**config.mk**
```make
export PLATFORM = sky130hd
export DESIGN_NAME = pb_stepper
export DESIGN_NICKNAME = d
export VERILOG_FILES = /design/src/rtl/pbs_pkg.sv /design/src/rtl/pbs_sync.sv /design/src/rtl/pbs_debounce.sv /design/src/rtl/pbs_ctrl.sv /design/src/rtl/pb_stepper.sv
export SDC_FILE = /design/constraint.sdc
export NUM_CORES = 1
export LEC_CHECK = 0
export BUFFER_PORTS_ARGS = -buffer_cell sky130_fd_sc_hd__buf_2
export CAP_MARGIN = 40
export CORE_UTILIZATION = 25
export DETAILED_ROUTE_END_ITERATION = 10
export GPL_TIMING_DRIVEN = 1
export MAX_ROUTING_LAYER = met4
export PLACE_DENSITY = 0.39
export SYNTH_ARGS = -nofsm -noshare
export SYNTH_HDL_FRONTEND = slang
export SYNTH_HIERARCHICAL = 1
export SYNTH_SLANG_ARGS = --single-unit
```
**constraint.sdc**
```tcl
create_clock -name clk -period 2.4 [get_ports clk]
set_input_delay 0.48 -clock clk [delete_from_list [all_inputs] [get_ports clk]]
set_output_delay 0.48 -clock clk [all_outputs]
set_load 0.01 [all_outputs]
```
**src/rtl/pbs_pkg.sv**
```systemverilog
package pbs_pkg;

    typedef enum logic [2:0] {
        ST_IDLE,
        ST_ARM,
        ST_SINGLE,
        ST_PAIR,
        ST_LOCK
    } seq_state_e;

    typedef enum logic {
        DIR_UP = 1'b0,
        DIR_DN = 1'b1
    } dir_e;

    typedef struct packed {
        logic inc;
        logic dec;
        logic sd_enter;
        logic sd_exit;
    } cmd_t;

    localparam cmd_t CMD_NONE = '0;

    function automatic cmd_t step_cmd(input dir_e d);
        cmd_t c;
        c = CMD_NONE;
        if (d == DIR_UP) c.inc = 1'b1;
        else             c.dec = 1'b1;
        return c;
    endfunction

    function automatic int cnt_width(input int n);
        return (n < 2) ? 1 : $clog2(n + 1);
    endfunction

    function automatic int max2(input int a, input int b);
        return (a > b) ? a : b;
    endfunction

endpackage

```
**src/rtl/pbs_sync.sv**
```systemverilog
module pbs_sync #(
    parameter int WIDTH = 2
) (
    input  logic             clk,
    input  logic             rst,
    input  logic [WIDTH-1:0] d,
    output logic [WIDTH-1:0] q
);
    logic [WIDTH-1:0] stage0;

    always_ff @(posedge clk) begin
        if (rst) begin
            stage0 <= '1;
            q      <= '1;
        end else begin
            stage0 <= d;
            q      <= stage0;
        end
    end
endmodule

```
**src/rtl/pbs_debounce.sv**
```systemverilog
module pbs_debounce
    import pbs_pkg::*;
#(
    parameter int DEB_TICKS = 15,
    parameter int GAP_TICKS = 1
) (
    input  logic clk,
    input  logic rst,
    input  logic tick,
    input  logic pressed_raw,
    output logic held
);
    localparam int CW = cnt_width(max2(DEB_TICKS, GAP_TICKS));

    logic [CW-1:0] cnt;

    always_ff @(posedge clk) begin
        if (rst) begin
            held <= 1'b0;
            cnt  <= '0;
        end else if (tick) begin
            if (held) begin
                if (pressed_raw) begin
                    cnt <= '0;
                end else if (cnt == CW'(GAP_TICKS - 1)) begin
                    held <= 1'b0;
                    cnt  <= '0;
                end else begin
                    cnt <= cnt + 1'b1;
                end
            end else begin
                if (!pressed_raw) begin
                    cnt <= '0;
                end else if (cnt == CW'(DEB_TICKS - 1)) begin
                    held <= 1'b1;
                    cnt  <= '0;
                end else begin
                    cnt <= cnt + 1'b1;
                end
            end
        end
    end
endmodule

```
**src/rtl/pbs_ctrl.sv**
```systemverilog
module pbs_ctrl
    import pbs_pkg::*;
#(
    parameter int PAIR_TICKS = 15,
    parameter int SLOW_TICKS = 250,
    parameter int FAST_TICKS = 50,
    parameter int FAST_AFTER = 1000,
    parameter int SD_TICKS   = 2000
) (
    input  logic clk,
    input  logic rst,
    input  logic tick,
    input  logic up_held,
    input  logic dn_held,
    output cmd_t cmd
);
    localparam int WW = cnt_width(PAIR_TICKS);
    localparam int RW = cnt_width(max2(SLOW_TICKS, FAST_TICKS));
    localparam int HW = cnt_width(FAST_AFTER);
    localparam int PW = cnt_width(SD_TICKS);

    seq_state_e    state_q, state_d;
    dir_e          dir_q, dir_d;
    logic          sd_q, sd_d;
    logic [WW-1:0] win_q, win_d;
    logic [RW-1:0] rep_q, rep_d;
    logic [HW-1:0] hold_q, hold_d;
    logic [PW-1:0] pair_q, pair_d;
    cmd_t          cmd_d;

    logic          own_held, other_held;
    logic [RW-1:0] rep_limit;

    always_comb begin
        own_held   = (dir_q == DIR_UP) ? up_held : dn_held;
        other_held = (dir_q == DIR_UP) ? dn_held : up_held;
        rep_limit  = (hold_q >= HW'(FAST_AFTER)) ? RW'(FAST_TICKS - 1)
                                                 : RW'(SLOW_TICKS - 1);
    end

    always_comb begin
        state_d = state_q;
        dir_d   = dir_q;
        sd_d    = sd_q;
        win_d   = win_q;
        rep_d   = rep_q;
        hold_d  = hold_q;
        pair_d  = pair_q;
        cmd_d   = CMD_NONE;

        if (tick) begin
            if ((state_q == ST_ARM || state_q == ST_SINGLE) &&
                hold_q != HW'(FAST_AFTER)) begin
                hold_d = hold_q + 1'b1;
            end

            case (state_q)
                ST_IDLE: begin
                    if (up_held && dn_held) begin
                        state_d = ST_PAIR;
                        pair_d  = '0;
                    end else if (up_held || dn_held) begin
                        state_d = ST_ARM;
                        dir_d   = up_held ? DIR_UP : DIR_DN;
                        win_d   = '0;
                        hold_d  = '0;
                    end
                end

                ST_ARM: begin
                    if (other_held) begin
                        state_d = ST_PAIR;
                        pair_d  = '0;
                    end else if (!own_held || win_q == WW'(PAIR_TICKS - 1)) begin
                        if (sd_q) begin
                            cmd_d.sd_exit = 1'b1;
                            sd_d          = 1'b0;
                        end else begin
                            cmd_d = step_cmd(dir_q);
                        end
                        state_d = own_held ? ST_SINGLE : ST_IDLE;
                        rep_d   = '0;
                    end else begin
                        win_d = win_q + 1'b1;
                    end
                end

                ST_SINGLE: begin
                    if (other_held) begin
                        state_d = ST_LOCK;
                    end else if (!own_held) begin
                        state_d = ST_IDLE;
                    end else if (rep_q >= rep_limit) begin
                        cmd_d = step_cmd(dir_q);
                        rep_d = '0;
                    end else begin
                        rep_d = rep_q + 1'b1;
                    end
                end

                ST_PAIR: begin
                    if (!(up_held && dn_held)) begin
                        state_d = ST_LOCK;
                    end else if (pair_q == PW'(SD_TICKS - 1)) begin
                        cmd_d.sd_enter = 1'b1;
                        sd_d           = 1'b1;
                        state_d        = ST_LOCK;
                    end else begin
                        pair_d = pair_q + 1'b1;
                    end
                end

                ST_LOCK: begin
                    if (!up_held && !dn_held) state_d = ST_IDLE;
                end

                default: state_d = ST_IDLE;
            endcase
        end
    end

    always_ff @(posedge clk) begin
        if (rst) begin
            state_q <= ST_IDLE;
            dir_q   <= DIR_UP;
            sd_q    <= 1'b0;
            win_q   <= '0;
            rep_q   <= '0;
            hold_q  <= '0;
            pair_q  <= '0;
            cmd     <= CMD_NONE;
        end else begin
            state_q <= state_d;
            dir_q   <= dir_d;
            sd_q    <= sd_d;
            win_q   <= win_d;
            rep_q   <= rep_d;
            hold_q  <= hold_d;
            pair_q  <= pair_d;
            cmd     <= cmd_d;
        end
    end
endmodule

```
**src/rtl/pb_stepper.sv**
```systemverilog
module pb_stepper
    import pbs_pkg::*;
#(
    parameter int DEB_TICKS  = 15,
    parameter int GAP_TICKS  = 1,
    parameter int PAIR_TICKS = 15,
    parameter int SLOW_TICKS = 250,
    parameter int FAST_TICKS = 50,
    parameter int FAST_AFTER = 1000,
    parameter int SD_TICKS   = 2000
) (
    input  logic clk,
    input  logic rst,
    input  logic tick_1ms,
    input  logic btn_up_n,
    input  logic btn_dn_n,
    output logic step_inc,
    output logic step_dec,
    output logic sd_enter,
    output logic sd_exit
);
    localparam int NBTN = 2;

    logic [NBTN-1:0] btn_sync_n;
    logic [NBTN-1:0] btn_held;
    cmd_t            cmd;

    pbs_sync #(.WIDTH(NBTN)) i_sync (
        .clk (clk),
        .rst (rst),
        .d   ({btn_dn_n, btn_up_n}),
        .q   (btn_sync_n)
    );

    for (genvar b = 0; b < NBTN; b++) begin : g_deb
        pbs_debounce #(
            .DEB_TICKS (DEB_TICKS),
            .GAP_TICKS (GAP_TICKS)
        ) i_deb (
            .clk         (clk),
            .rst         (rst),
            .tick        (tick_1ms),
            .pressed_raw (~btn_sync_n[b]),
            .held        (btn_held[b])
        );
    end

    pbs_ctrl #(
        .PAIR_TICKS (PAIR_TICKS),
        .SLOW_TICKS (SLOW_TICKS),
        .FAST_TICKS (FAST_TICKS),
        .FAST_AFTER (FAST_AFTER),
        .SD_TICKS   (SD_TICKS)
    ) i_ctrl (
        .clk     (clk),
        .rst     (rst),
        .tick    (tick_1ms),
        .up_held (btn_held[0]),
        .dn_held (btn_held[1]),
        .cmd     (cmd)
    );

    assign step_inc = cmd.inc;
    assign step_dec = cmd.dec;
    assign sd_enter = cmd.sd_enter;
    assign sd_exit  = cmd.sd_exit;
endmodule

```
==> reports/results.tsv <==
stage	metric	value	unit
run_status	outcome	complete, no violations	
clock_tree	clk_pin_slew	0.07	ns
finish	nNetsFinal	421	
finish	ff_latch_area	1120	sq um
placement	portBuffers	8	
synthesis	synth_top_area_share	34.5	%
synthesis	synth_cell_types	60	
synthesis	synth.area.top_cells	dfxtp_1, ha_1, a21oi_1, xnor2_1, nand3_1	
floorplan	start_util	25.7	%
finish	stdcell_area	3710	sq um
power_and_ir_drop	seq_power_share	53.0	%
floorplan	die_h	116	microns
clock_tree	clock-sinks	56	
power_and_ir_drop	p_switching	0.398	mW
critical_path	critPathBufInv	0	
critical_path	required	2.64	ns
critical_path	rrSetupSlack	0.21	ns
finish	multi_input_area	2010	sq um
clock_tree	h-tree-depth	2	
placement	gp_congestion	0.792	
drt	dr.pass1.iters	4	
floorplan	die_w	116	microns
min_path	min_to	i_sync/stage0[1]	
finish	layout-drive-gt1-share	13.0	%
placement	dpl_cell_area	3540	sq um
grt	grt_use_total	12.8	%
timing	skew	0.00403	ns
drt	wirelength	7650	microns
finish	antenna_cells	0	
power_and_ir_drop	internal_power	1.36	mW
power_and_ir_drop	switching_share	22.6	%
drt	drt_iter0_drc	113	
critical_path	reg2reg_from	g_deb[1].i_deb/held	
timing	rsz0062_at_grt	true	
timing	setup_viol	0	
clock_tree	cts_root_buffer	clkbuf_16	
clock_tree	cts_tree	yes	
drt	ant_nets	0	
critical_path	critPathKind	reg -> reg	
synthesis	postSynthCellCount	385	
critical_path	reg2reg_depth	5	
clock_tree	cts_buffers	5	
timing	fin_crit	2.19	ns
min_path	hp-start	btn_dn_n	
critical_path	crit_arrival	2.43	ns
finish	nFillCells	1376	
critical_path	crit_fanout	17	
synthesis	synth_edf_count	0	
run	maxCapViolCount	0	
floorplan	boundaryPins	9	
grt	grt_pass1_wl	13200	microns
grt	grt_overflow	0	
critical_path	rr_endpoint	i_ctrl/state_q[1]	
timing	period_share	91.3	%
synthesis	ys_seq_elements	56	
synthesis	avgSynthCellArea	8.45	sq um
timing	relSlewSlack	63.6	%
power_and_ir_drop	leakage	1.26	nW
synthesis	synth_top_cell_by_area	dfxtp_1	
finish	area_growth	14.2	%
critical_path	worstPathCellList	mux2i_2 > and3_4 > a2111o_1 > or4_1 > a21oi_1	
drt	drc	0	
placement	dp_hpwl	5350	microns
drt	viasPerCell	4.81	
critical_path	slowest_stage	dfxtp_1	
critical_path	cp-end-kind	flop	
floorplan	rows	41	
clock_tree	clk_latency	0.30	ns
synthesis	syn_area	3250	sq um
power_and_ir_drop	combPwrFrac	3.3	%
drt	routedWlPerCell	13.4	microns
power_and_ir_drop	p_per_area	474	nW/um^2
grt	grt_max_degree	31	
timing	worst_pin_slew	0.543	ns
grt	grt_pass1_vias	2605	
min_path	hold_class	in -> reg	
timing	finalMaxSlewViolations	0	
power_and_ir_drop	power_frac_clock	43.7	%
timing	fmax	0.457	GHz
power_and_ir_drop	vdd_drop_max	0.000259	V
critical_path	startpoint_type	flop	
clock_tree	cts_buffer_depth	2	
placement	place_ws	-0.0763	ns
synthesis	yosys_warnings	6	
timing	setup_ws	0.210	ns
synthesis	ys.flop_type	dfxtp_1	
min_path	hold_path_depth	2	
drt	vias	2749	
clock_tree	cts_setup_buffers	0	
floorplan	die_area	13500	sq um
synthesis	yosysSeqAreaShare	34.5	%
synthesis	async_flop_share	0	%
synthesis	syn-num-nets	407	
floorplan	coreArea	12700	sq um
critical_path	crit_family	simple AND/OR/NAND/NOR gates	
timing	final_hold_viol_count	0	
critical_path	critPathMaxStageDelay	0.63	ns
grt	grt_antenna_before_repair	0	
## flip-flops by register name, summed over array words and instances, names as in the netlist
register          flops
g_deb.i_deb/cnt       8
g_deb.i_deb/held      2
i_ctrl/cmd            4
i_ctrl/dir_q          1
i_ctrl/hold_q        10
i_ctrl/pair_q        11
i_ctrl/rep_q          8
i_ctrl/sd_q           1
i_ctrl/state_q        3
i_ctrl/win_q          4
i_sync/q              2
i_sync/stage0         2
## cells in the mapped netlist (3+ instances only)
library cell,number
dfxtp_1,56
nor2_1,29
a21oi_1,25
inv_1,22
nand3_1,22
nand2_1,21
ha_1,17
nand2b_1,16
xnor2_1,13
o21ai_0,11
nand4_1,8
nor3_1,8
nor4_1,8
buf_2,7
a2111oi_0,6
and3_1,6
clkbuf_1,6
nand3b_1,5
o32ai_1,5
or2_2,5
or2b_1,5
a31oi_1,4
nand4bb_1,4
nor3b_1,4
or2_1,4
or3_1,4
xor2_1,4
a211o_1,3
a211oi_1,3
a21o_1,3
a31o_2,3
and2_1,3
and4_1,3
nand4b_1,3
nor2b_1,3
o31ai_1,3
## routing by layer
layer	part of all wire, %	track usage [%]
met1	51	16.9
met2	45	19.6
met3	2.1	2.41
met4	1.4	4.36
met5	0	-
## worst max path at each step
stage                                   start  slack [ns]                end  cells after the start
after floorplan              i_ctrl/hold_q[6]        0.25    i_ctrl/rep_q[3]                      8
after global placement       i_ctrl/hold_q[5]        0.04    i_ctrl/rep_q[3]                      8
after detailed placement     i_ctrl/hold_q[7]       -0.08      i_ctrl/cmd[2]                      8
after CTS                    i_ctrl/hold_q[7]        0.05      i_ctrl/cmd[2]                      8
after global routing         i_ctrl/hold_q[7]        0.01      i_ctrl/cmd[2]                      8
final                     g_deb[1].i_deb/held        0.21  i_ctrl/state_q[1]                      5
## cell type report
cell class | instances | share of cell area, %
Multi-Input combinational cell | 293 | 54.1
Sequential cell | 56 | 30.2
Tap cell | 172 | 5.79
Clock buffer | 6 | 3.74
Timing Repair Buffer | 21 | 3.70
Inverter | 22 | 2.22
Clock inverter | 2 | 0.269
## stage by stage
step / hold slack [ns] / utilization (%) / total power, mW / cells / TNS (ns)
after floorplan: 0.383 / - / 0.989 / 385 / 0
after global placement: 0.387 / 27.9 / 1.02 / 564 / 0
after detailed placement: 0.394 / 27.9 / 1.01 / 564 / -0.224
after CTS: 0.338 / 29.1 / 1.81 / 572 / 0
after global routing: 0.352 / 29.3 / 1.85 / 572 / 0
final: 0.352 / 29.3 / 1.76 / 572 / 0
## cell families (layout without fill, tap and decap cells)
kind of cell	Yosys count	count (layout)	share of synthesized area (%)
fa+ha+maj	17	17	6.54
xor+xnor	17	17	4.58
flops	56	56	34.5
compound gates	85	85	18.4
simple gates	171	171	30.3
buf+inv	36	51	4.65
mux	3	3	1.08
## placed cells by master (no fill, tap or decap), types with 11 or more instances in the layout
cell | Yosys | routed
nand2b_1 | 16 | 15
inv_1 | 22 | 22
nand3_1 | 22 | 22
nand2_1 | 21 | 21
xnor2_1 | 13 | 13
a21oi_1 | 25 | 25
o21ai_0 | 11 | 11
nor2_1 | 29 | 29
ha_1 | 17 | 17
buf_4 | 0 | 13
dfxtp_1 | 56 | 55
## power by group through the flow
stage,clock [mW],combinational [mW],sequential (mW)
5_1_grt,0.849,0.0659,0.934
3_5_place_dp,0,0.0587,0.956
2_1_floorplan,0,0.0340,0.955
3_3_place_gp,0,0.0596,0.956
6_report,0.769,0.0581,0.934
4_1_cts,0.821,0.0594,0.934
## timing repair
item / 4_1_cts / 5_1_grt
hold buffers: 0 / 0
gates cloned: 0 / 0
endpoints found under the hold margin: 0 / 0
resized for setup: 1 / 5
setup endpoints to repair: 9 / 12
pin swaps: 0 / 1
Power figures use the tool's default switching activity.
